==> src/rtl/irq_nest_pkg.sv <==
// Package: shared constants and source encoding for the nested interrupt controller.
// Assumes index order equals priority order (higher index = more urgent).
package irq_nest_pkg;

    typedef enum logic [1:0] {
        SRC_FAULT  = 2'd0,
        SRC_IO     = 2'd1,
        SRC_TIMER  = 2'd2,
        SRC_HWFAIL = 2'd3
    } irq_src_e;

    localparam int unsigned VEC_STRIDE_SHIFT = 2;

endpackage

==> src/rtl/irq_pend_track.sv <==
// Module: irq_pend_track
// Holds one sticky pending flag per source and a pairwise arrival-order matrix,
// and reports which pending sources are the oldest.
// Assumes clr_i only marks sources that are currently pending.
module irq_pend_track #(
    parameter int unsigned NSRC = 4
) (
    input  logic            clk,
    input  logic            rst_n,
    input  logic [NSRC-1:0] req_i,
    input  logic [NSRC-1:0] clr_i,
    output logic [NSRC-1:0] pend_o,
    output logic [NSRC-1:0] oldest_o
);

    logic [NSRC-1:0] pend_q;
    logic [NSRC-1:0] pend_d;
    logic [NSRC-1:0] stay;
    logic [NSRC-1:0] fresh;
    logic [NSRC-1:0] older_q [NSRC];
    logic [NSRC-1:0] older_d [NSRC];

    // Next pending set: set by request, cleared by take, set dominates.
    always_comb begin
        stay   = pend_q & ~clr_i;
        pend_d = stay | req_i;
        fresh  = pend_d & ~stay;
    end

    // Order matrix: older_d[i][j] means i has waited longer than j.
    always_comb begin
        for (int i = 0; i < NSRC; i++) begin
            for (int j = 0; j < NSRC; j++) begin
                older_d[i][j] = stay[i] & ((stay[j] & older_q[i][j]) | fresh[j]);
            end
        end
    end

    // Register pending flags and the order matrix.
    always_ff @(posedge clk) begin
        if (!rst_n) begin
            pend_q <= '0;
            for (int i = 0; i < NSRC; i++) older_q[i] <= '0;
        end else begin
            pend_q <= pend_d;
            for (int i = 0; i < NSRC; i++) older_q[i] <= older_d[i];
        end
    end

    // A pending source is oldest when no other pending source precedes it.
    always_comb begin
        for (int i = 0; i < NSRC; i++) begin
            oldest_o[i] = pend_q[i];
            for (int j = 0; j < NSRC; j++) begin
                if (pend_q[j] && older_q[j][i]) oldest_o[i] = 1'b0;
            end
        end
    end

    assign pend_o = pend_q;

endmodule

==> src/rtl/irq_lvl_stack.sv <==
// Module: irq_lvl_stack
// Stack of in-service levels with a count. Pop is applied before push, so a
// same-cycle pop and push replaces the top. Exposes both the current top and
// the top as it stands after this cycle's pop.
// Assumes push_i is only raised when eff_room_o is high.
module irq_lvl_stack #(
    parameter int unsigned DEPTH = 4,
    parameter int unsigned LW    = 2,
    localparam int unsigned CW   = $clog2(DEPTH + 1)
) (
    input  logic          clk,
    input  logic          rst_n,
    input  logic          push_i,
    input  logic          pop_i,
    input  logic [LW-1:0] push_lvl_i,
    output logic [CW-1:0] depth_o,
    output logic          top_valid_o,
    output logic [LW-1:0] top_lvl_o,
    output logic          eff_valid_o,
    output logic [LW-1:0] eff_lvl_o,
    output logic          eff_room_o
);

    logic [LW-1:0] lvl_q [DEPTH];
    logic [CW-1:0] depth_q;
    logic [CW-1:0] eff_depth;
    logic          pop_eff;

    // Depth after the pop of this cycle; a pop on an empty stack is dropped.
    always_comb begin
        pop_eff   = pop_i && (depth_q != '0);
        eff_depth = pop_eff ? depth_q - CW'(1) : depth_q;
    end

    // Read the current top and the post-pop top.
    always_comb begin
        top_lvl_o = '0;
        eff_lvl_o = '0;
        for (int i = 0; i < DEPTH; i++) begin
            if (depth_q == CW'(i + 1))   top_lvl_o = lvl_q[i];
            if (eff_depth == CW'(i + 1)) eff_lvl_o = lvl_q[i];
        end
    end

    assign top_valid_o = (depth_q != '0);
    assign eff_valid_o = (eff_depth != '0);
    assign eff_room_o  = (eff_depth < CW'(DEPTH));
    assign depth_o     = depth_q;

    // Update the depth count.
    always_ff @(posedge clk) begin
        if (!rst_n) depth_q <= '0;
        else        depth_q <= push_i ? eff_depth + CW'(1) : eff_depth;
    end

    // Write a pushed level into the slot just above the post-pop top.
    for (genvar g = 0; g < DEPTH; g++) begin : g_slot
        always_ff @(posedge clk) begin
            if (!rst_n)                                lvl_q[g] <= '0;
            else if (push_i && eff_depth == CW'(g))    lvl_q[g] <= push_lvl_i;
        end
    end

endmodule

==> src/rtl/irq_pick.sv <==
// Module: irq_pick
// Chooses the candidate source (highest priority in nested mode, oldest in
// sequential mode) and decides whether it is accepted at this boundary.
// Assumes oldest_i is non-empty whenever pend_i is non-empty.
module irq_pick #(
    parameter int unsigned NSRC = 4,
    parameter int unsigned LW   = 2
) (
    input  logic [NSRC-1:0] pend_i,
    input  logic [NSRC-1:0] oldest_i,
    input  logic            nest_i,
    input  logic            boundary_i,
    input  logic            eff_valid_i,
    input  logic [LW-1:0]   eff_lvl_i,
    input  logic            eff_room_i,
    output logic            take_o,
    output logic [LW-1:0]   src_o
);

    function automatic logic [LW-1:0] top_index(input logic [NSRC-1:0] m);
        logic [LW-1:0] r;
        r = '0;
        for (int i = 0; i < NSRC; i++) if (m[i]) r = LW'(i);
        return r;
    endfunction

    logic allowed;

    // Candidate per mode.
    always_comb begin
        src_o = nest_i ? top_index(pend_i) : top_index(oldest_i);
    end

    // Acceptance rule against the level that will be active after any return.
    always_comb begin
        if (nest_i) allowed = !eff_valid_i || (src_o > eff_lvl_i);
        else        allowed = !eff_valid_i;
        take_o = boundary_i && (|pend_i) && allowed && eff_room_i;
    end

endmodule

==> src/rtl/irq_nest_ctrl.sv <==
// Module: irq_nest_ctrl (top)
// Nested/sequential priority interrupt controller. Answers an instruction-
// boundary strobe in the same cycle with take, source and vector; tracks
// in-service levels on a stack popped by the return strobe.
// Assumes the sequencer jumps to vector_o whenever take_o is high.
module irq_nest_ctrl
    import irq_nest_pkg::*;
#(
    parameter int unsigned NSRC     = 4,
    parameter int unsigned DEPTH    = 4,
    parameter int unsigned VEC_W    = 16,
    parameter logic [VEC_W-1:0] VEC_BASE = 16'h0100,
    localparam int unsigned LW      = $clog2(NSRC),
    localparam int unsigned CW      = $clog2(DEPTH + 1)
) (
    input  logic             clk,
    input  logic             rst_n,
    input  logic [NSRC-1:0]  req_i,
    input  logic             mode_nest_i,
    input  logic             boundary_i,
    input  logic             ret_i,
    output logic             take_o,
    output logic [LW-1:0]    take_src_o,
    output logic [VEC_W-1:0] vector_o,
    output logic             active_o,
    output logic [LW-1:0]    active_lvl_o,
    output logic [CW-1:0]    depth_o
);

    logic [NSRC-1:0] pend;
    logic [NSRC-1:0] oldest;
    logic [NSRC-1:0] clr;
    logic            eff_valid;
    logic [LW-1:0]   eff_lvl;
    logic            eff_room;
    logic            take;
    logic [LW-1:0]   src;

    irq_pend_track #(.NSRC(NSRC)) u_pend (
        .clk      (clk),
        .rst_n    (rst_n),
        .req_i    (req_i),
        .clr_i    (clr),
        .pend_o   (pend),
        .oldest_o (oldest)
    );

    irq_pick #(.NSRC(NSRC), .LW(LW)) u_pick (
        .pend_i      (pend),
        .oldest_i    (oldest),
        .nest_i      (mode_nest_i),
        .boundary_i  (boundary_i),
        .eff_valid_i (eff_valid),
        .eff_lvl_i   (eff_lvl),
        .eff_room_i  (eff_room),
        .take_o      (take),
        .src_o       (src)
    );

    irq_lvl_stack #(.DEPTH(DEPTH), .LW(LW)) u_stack (
        .clk         (clk),
        .rst_n       (rst_n),
        .push_i      (take),
        .pop_i       (ret_i),
        .push_lvl_i  (src),
        .depth_o     (depth_o),
        .top_valid_o (active_o),
        .top_lvl_o   (active_lvl_o),
        .eff_valid_o (eff_valid),
        .eff_lvl_o   (eff_lvl),
        .eff_room_o  (eff_room)
    );

    // Acknowledge: clear the pending flag of the taken source.
    always_comb begin
        clr = '0;
        if (take) clr[src] = 1'b1;
    end

    // Outputs of the take handshake and the handler address.
    always_comb begin
        take_o     = take;
        take_src_o = src;
        vector_o   = VEC_BASE + (VEC_W'(src) << VEC_STRIDE_SHIFT);
    end

endmodule

==> config.mk <==
export PLATFORM = sky130hd
export DESIGN_NAME = irq_nest_ctrl
export DESIGN_NICKNAME = d
export VERILOG_FILES = /design/src/rtl/irq_nest_pkg.sv /design/src/rtl/irq_pend_track.sv /design/src/rtl/irq_lvl_stack.sv /design/src/rtl/irq_pick.sv /design/src/rtl/irq_nest_ctrl.sv
export SDC_FILE = /design/constraint.sdc
export NUM_CORES = 1
export LEC_CHECK = 0
export BUFFER_PORTS_ARGS = -buffer_cell sky130_fd_sc_hd__buf_4
export CORE_AREA = 3 3 83 77
export CTS_BUF_LIST = sky130_fd_sc_hd__clkbuf_4 sky130_fd_sc_hd__clkbuf_8
export DETAILED_ROUTE_END_ITERATION = 10
export DIE_AREA = 0 0 86 80
export GPL_ROUTABILITY_DRIVEN = 0
export HOLD_SLACK_MARGIN = 0.02
export PLACE_DENSITY = 0.62
export SKIP_CTS_REPAIR_TIMING = 1
export SYNTH_ARGS = -nofsm -noshare
export SYNTH_HDL_FRONTEND = slang
export SYNTH_HIERARCHICAL = 1
export SYNTH_SLANG_ARGS = --single-unit
==> constraint.sdc <==
create_clock -name clk -period 5.2 [get_ports clk]
set_clock_uncertainty 0.15 [all_clocks]
set_input_delay 0.26 -clock clk [delete_from_list [all_inputs] [get_ports clk]]
set_output_delay 0.26 -clock clk [all_outputs]
set_load 0.05 [all_outputs]
==> results of run 1 <==
## metrics by stage
step	total power [W]	cell area (µm²)	cells	setup slack, ns	hold WS [ns]
4_1_cts	0.00106	1960	290	0.797	0.0288
5_1_grt	0.00114	1960	290	0.448	0.0314
3_5_place_dp	0.000925	1910	286	0.892	0.296
2_1_floorplan	0.000810	1840	219	0.0536	0.234
6_report	0.00105	1960	290	0.803	0.0329
3_3_place_gp	0.000922	1910	286	1.08	0.291
## layer usage
layer / routed length (µm) / vias up / global-route usage
li1: - / 729 / -
met1: 1890 / 687 / 0.165
met2: 1680 / 39 / 0.173
met3: 162 / 8 / 0.0186
met4: 83 / 0 / 0.0459
met5: 0 / - / 0
## final cells by class
cell class                      instances  area [µm²]
Clock buffer                            3        41.3
Clock inverter                          1        8.76
Fill cell                             589        3660
Inverter                                7        26.3
Multi-Input combinational cell        161        1020
Sequential cell                        27         621
Tap cell                               70        87.6
Timing Repair Buffer                   21         158
## power breakdown
part	internal, W	total, W	switching [W]	leakage, nW
Sequential	0.000246	0.000278	0.0000326	0.239
Clock	0.0000563	0.000129	0.0000726	0.0261
Combinational	0.000226	0.000644	0.000418	0.544
Total	0.000528	0.00105	0.000523	0.808
## worst paths after layout
| path | start | to | cells past startpoint |
|---|---|---|---|
| setup / recovery | u_stack/depth_o[1] | take_o | 17 |
| hold / removal | req_i[0] | u_pend/pend_o[0] | 2 |
| setup reg to reg | u_stack/depth_o[1] | u_pend/older_q[0][2] | 20 |
| hold reg to reg | u_pend/older_q[2][1] | u_pend/older_q[2][1] | 2 |
## flip-flops by register name (all words and copies together), names as in the netlist
signal,flops
u_pend/pend_o,4
u_stack/lvl_q,8
u_stack/depth_o,3
u_pend/older_q,12
## worst reg2reg max path: stages, from the launching register on
cell and delay [ns]:
dfxtp_1 0.56, inv_1 0.19, ha_1 0.27, nand2b_1 0.23, nand2_1 0.21, nand3_1 0.14, o31ai_1 0.08, ha_1 0.27
nor3_2 0.22, a22oi_1 0.09, a31oi_1 0.19, inv_1 0.06, ha_1 0.28, nor2b_1 0.14, o211ai_1 0.11, a221oi_2 0.23
buf_4 0.23, and3b_1 0.17, and2b_4 0.21, nand2b_4 0.15, a21oi_1 0.12
==> results by group, run 1 <==
Die
  • Die W: 86 µm
  • Row count: 26
  • Core area: 5630 µm²
  • Die outline height: 80 µm
  • Die area: 6880 µm²
  • Initial Utilization: 0.319
  • IO Count: 34

Worst setup path
  • Startpoint Class: register
  • Crit end category: output pin
  • Setup CP Type: register to output pin
  • Crit path required time: 4.79 ns
  • Worst path slowest cell: dfxtp_1
  • Worst-path fanout max: 15
  • CP max stage delay: 0.56 ns
  • Cells along the critical path: inv_1 -> ha_1 -> nand2b_1 -> nand2_1 -> nand3_1 -> o31ai_1 -> ha_1 -> nor3_2 -> a22oi_1 -> a31oi_1 -> inv_1 -> ha_1 -> nor2b_1 -> o211ai_1 -> a221oi_2 -> buf_4 -> buf_4
  • Delay-heaviest family, CP: simple AND/OR/NAND/NOR gates
  • R2R Setup Slk: 0.85 ns
  • Arrival @ worst endpoint: 3.99 ns
  • Top cell by count, worst path: ha_1
  • WP buf/inv: 4

Global routing
  • Largest net degree at the start of global routing: 23
  • All-layer global routing usage: 0.116
  • Global-route wire length before repair: 6.42 mm
  • Vias in the first global route: 1,315
  • Remaining Overflow, GRT: 0
  • Initial antenna violation count: 0

Yosys
  • Ys Warns: 6
  • Cells after Synth: 207
  • Syn avg cell area: 8.69 µm²
  • Mapped Area: 1800 µm²

Route
  • Vias per cell: 5.04
  • Routed vias: 1,463
  • Number of remaining DRC errors: 0
  • Post-route antenna net violation count: 0
  • Drt pass-1 iters: 4
  • Drt wl/cell: 13.2 µm
  • Initial drt markers: 80
  • Final WL: 3.81 mm

Final layout
  • Layout area overhead: 9.19%
  • Nets@finish: 238
  • Most common cell after layout, fill and taps aside: nand2_1
  • # diodes: 0
  • Share of cells above drive strength 1: 0.209
  • Final core occ: 0.349
  • Commonest non-fill, non-tap cells in the layout: nand2_1 (30), buf_4 (21), dfxtp_1 (19)

Clock tree
  • Clk_lat worst skew: 0.28 ns
  • TritonCTS buffer count: 3
  • TritonCTS clock tree: done
  • CTS max path bufs: 2
  • Num Clock Sinks: 27
  • Worst-path clk slew: 0.10 ns
  • H-Tree Depth: 1
  • Root buf cell: clkbuf_8

Place
  • Count of input and output buffers: 19
  • DP HPWL: 2.91 mm

Hold path
  • Hold Crit Class: input pin to register

Timing
  • Pins Over Slew Limit: 0
  • Post-route minimum period: 4.40 ns
  • Slew headroom: 0.537
  • Setup TNS: 0 ns
  • Fin crit share: 0.845
  • Worst Tran Pin Value: 0.695 ns
  • Fmax: 227 MHz
  • Hold Fails Final Rpt: 0
  • RSZ-0062 raised after global routing: no
  • # setup viols final: 0

Power
  • Max IR drop VDD: 0.311 mV
  • Power Density: 535 nW/µm²
  • Pleak: 0.808 nW

Job
  • Maxcap violations: 0

Outcome
  • Status: complete, no violations
No activity file was read; power rests on OpenSTA's default activity.
==> run 2, diff against run 1 <==
clock period = 4.6 ns   (was 5.2 ns; I/O delays follow)
==> results by group, run 2 (synthesized netlist as in run 1, its figures left out) <==
Worst setup path
  • Worst path slowest cell: dfxtp_2 (was dfxtp_1)
  • Top cell by count, worst path: ha_1 (unchanged)
  • Crit path required time: 4.65 ns (was 4.79 ns)
  • Worst-path fanout max: 11 (was 15)
  • Arrival @ worst endpoint: 4.18 ns (was 3.99 ns)
  • Cells along the critical path: inv_1 -> ha_1 -> nand2b_1 -> nand2_1 -> nand3_1 -> o31ai_1 -> ha_1 -> nor3_2 -> a22oi_1 -> a31oi_1 -> inv_1 -> ha_1 -> nor2b_1 -> o211ai_1 -> a221oi_4 -> and3_2 -> and2b_4 -> nand2b_4 -> a21oi_1 (was inv_1 -> ha_1 -> nand2b_1 -> nand2_1 -> nand3_1 -> o31ai_1 -> ha_1 -> nor3_2 -> a22oi_1 -> a31oi_1 -> inv_1 -> ha_1 -> nor2b_1 -> o211ai_1 -> a221oi_2 -> buf_4 -> buf_4)
  • Setup CP Type: register to register (was register to output pin)
  • Crit end category: register (was output pin)
  • Startpoint Class: register (unchanged)
  • CP max stage delay: 0.46 ns (was 0.56 ns)

Job
  • Maxcap violations: 0 (unchanged)

Power
  • Internal power: 0.000626 W (was 0.000528 W)
  • P_sw: 0.000609 W (was 0.000523 W)
  • Clock power frac: 0.116 (was 0.123)
  • Max IR drop VDD: 0.325 mV (was 0.311 mV)
  • Sequential share of power: 0.257 (was 0.265)
  • Pleak: 0.836 nW (was 0.808 nW)
  • Switching share of power: 0.493 (was 0.498)
  • Power Density: 612 nW/µm² (was 535 nW/µm²)
  • Combinational share of power: 0.627 (was 0.613)

Route
  • Post-route antenna net violation count: 0 (unchanged)
  • Number of remaining DRC errors: 0 (unchanged)
  • Routed vias: 1,435 (was 1,463)
  • Initial drt markers: 83 (was 80)
  • Vias per cell: 4.86 (was 5.04)
  • Drt pass-1 iters: 4 (unchanged)
  • Drt wl/cell: 13.3 µm (was 13.2 µm)
  • Final WL: 3.92 mm (was 3.81 mm)

Timing
  • RSZ-0062 raised after global routing: no (unchanged)
  • Setup TNS: 0 ns (unchanged)
  • Post-route minimum period: 4.13 ns
  • Fmax: 242 MHz
  • Pins Over Slew Limit: 0 (unchanged)
  • Fin crit share: 0.897
  • # setup viols final: 0 (unchanged)
  • Hold Fails Final Rpt: 0 (unchanged)
  • Slew headroom: 0.574 (was 0.537)
  • Worst Tran Pin Value: 0.639 ns (was 0.695 ns)

Global routing
  • All-layer global routing usage: 0.116 (about the same)
  • Global-route wire length before repair: 6.40 mm (was 6.42 mm)
  • Largest net degree at the start of global routing: 23 (unchanged)
  • Vias in the first global route: 1,310 (was 1,315)
  • Initial antenna violation count: 0 (unchanged)
  • Remaining Overflow, GRT: 0 (unchanged)

Clock tree
  • Worst-path clk slew: 0.10 ns (about the same)
  • Num Clock Sinks: 27 (unchanged)
  • CTS max path bufs: 2 (unchanged)
  • H-Tree Depth: 1 (unchanged)
  • Root buf cell: clkbuf_8 (unchanged)
  • TritonCTS clock tree: done (unchanged)
  • Clk_lat worst skew: 0.28 ns (about the same)
  • TritonCTS buffer count: 3 (unchanged)

Place
  • Inst Count DP: 287 (was 286)
  • DP HPWL: 2.92 mm (was 2.91 mm)
  • Count of input and output buffers: 19 (unchanged)

Final layout
  • Fillers: 579 (was 589)
  • Share of cells above drive strength 1: 0.231 (was 0.209)
  • Nets@finish: 243 (was 238)
  • Layout area overhead: 12.2% (was 9.19%)
  • Commonest non-fill, non-tap cells in the layout: nand2_1 (30), buf_4 (25), dfxtp_1 (17) (was nand2_1 (30), buf_4 (21), dfxtp_1 (19))
  • # diodes: 0 (unchanged)
  • Biggest register: u_pend/older_q (unchanged)
  • Final non-filler cell total: 295 (was 290)
  • Max reg flops: 12 (unchanged)
  • Most common cell after layout, fill and taps aside: nand2_1 (unchanged)

Die
  • Die area: 6880 µm² (unchanged)
  • Die outline height: 80 µm (unchanged)
  • Row count: 26 (unchanged)
  • Core area: 5630 µm² (unchanged)
  • IO Count: 34 (unchanged)
  • Die W: 86 µm (unchanged)
  • Initial Utilization: 0.319 (unchanged)

Hold path
  • Hold Crit Class: input pin to register (unchanged)

Outcome
  • Status: complete, no violations (unchanged)
==> run 2: changes by cell type in the layout (fill, tap and decap cells not counted) <==
cell / before / now
a221oi_4: 0 / 1
buf_4: 21 / 25
dfxtp_1: 19 / 17
a221oi_2: 1 / 0
dfxtp_2: 0 / 2
dlygate4sd3_1: 0 / 1
==> run 2: worst paths after layout <==
| check | end | slack (ns) | start | cells past startpoint |
|---|---|---|---|---|
| max | u_pend/older_q[1][3] | 0.47 | u_stack/depth_o[1] | 19 |
| min reg2reg | u_pend/older_q[2][1] | 0.31 | u_pend/older_q[2][1] | 2 |
| max reg2reg | u_pend/older_q[1][3] | 0.47 | u_stack/depth_o[1] | 19 |
| min | u_pend/pend_o[1] | 0.03 | req_i[1] | 2 |
==> run 2: stage by stage <==
step	cell area, µm²	hold slack [ns]	util	power [W]	setup slack [ns]
3_3_place_gp	1930	0.290	0.344	0.00106	0.473
2_1_floorplan	1860	0.204	-	0.000930	0.00557
4_1_cts	1980	-0.00585	0.353	0.00121	0.344
3_5_place_dp	1930	0.293	0.344	0.00107	0.363
5_1_grt	2020	0.0332	0.358	0.00133	0.0955
6_report	2020	0.0302	0.358	0.00124	0.475
==> run 2: cell type report <==
type                            instances  area [µm²]  share of cell area
Sequential cell                        27         623               0.309
Timing Repair Buffer                   26         198              0.0980
Clock buffer                            3        41.3              0.0205
Clock inverter                          1        8.76             0.00434
Inverter                                7        26.3              0.0130
Tap cell                               70        87.6              0.0434
Multi-Input combinational cell        161        1030               0.512
==> run 2: power groups by stage <==
stage               registers [W]  logic (W)  clock network [W]
floorplan                0.000346   0.000583                  0
global placement         0.000321   0.000743                  0
finish                   0.000317   0.000774           0.000144
CTS                      0.000316   0.000747           0.000149
global route             0.000324   0.000848           0.000158
detailed placement       0.000322   0.000744                  0
==> run 2: metal layers <==
metal,up-vias,GRT usage,routed length (µm),share of wire
li1,735,-,-,-
met1,667,0.166,2010,0.51
met2,29,0.176,1740,0.44
met3,4,0.0155,136,0.035
met4,0,0.0380,41,0.010
met5,-,0,0,0
==> run 2: worst max-delay path: cells and delay by family, from the launching register on <==
kind / cells / cell delay (ns)
and+or+nand+nor: 8 / 1.34
AOI/OAI and AO/OA: 6 / 1.06
adders and majority gates: 3 / 0.83
DFF: 1 / 0.46
buffers and inverters: 2 / 0.21
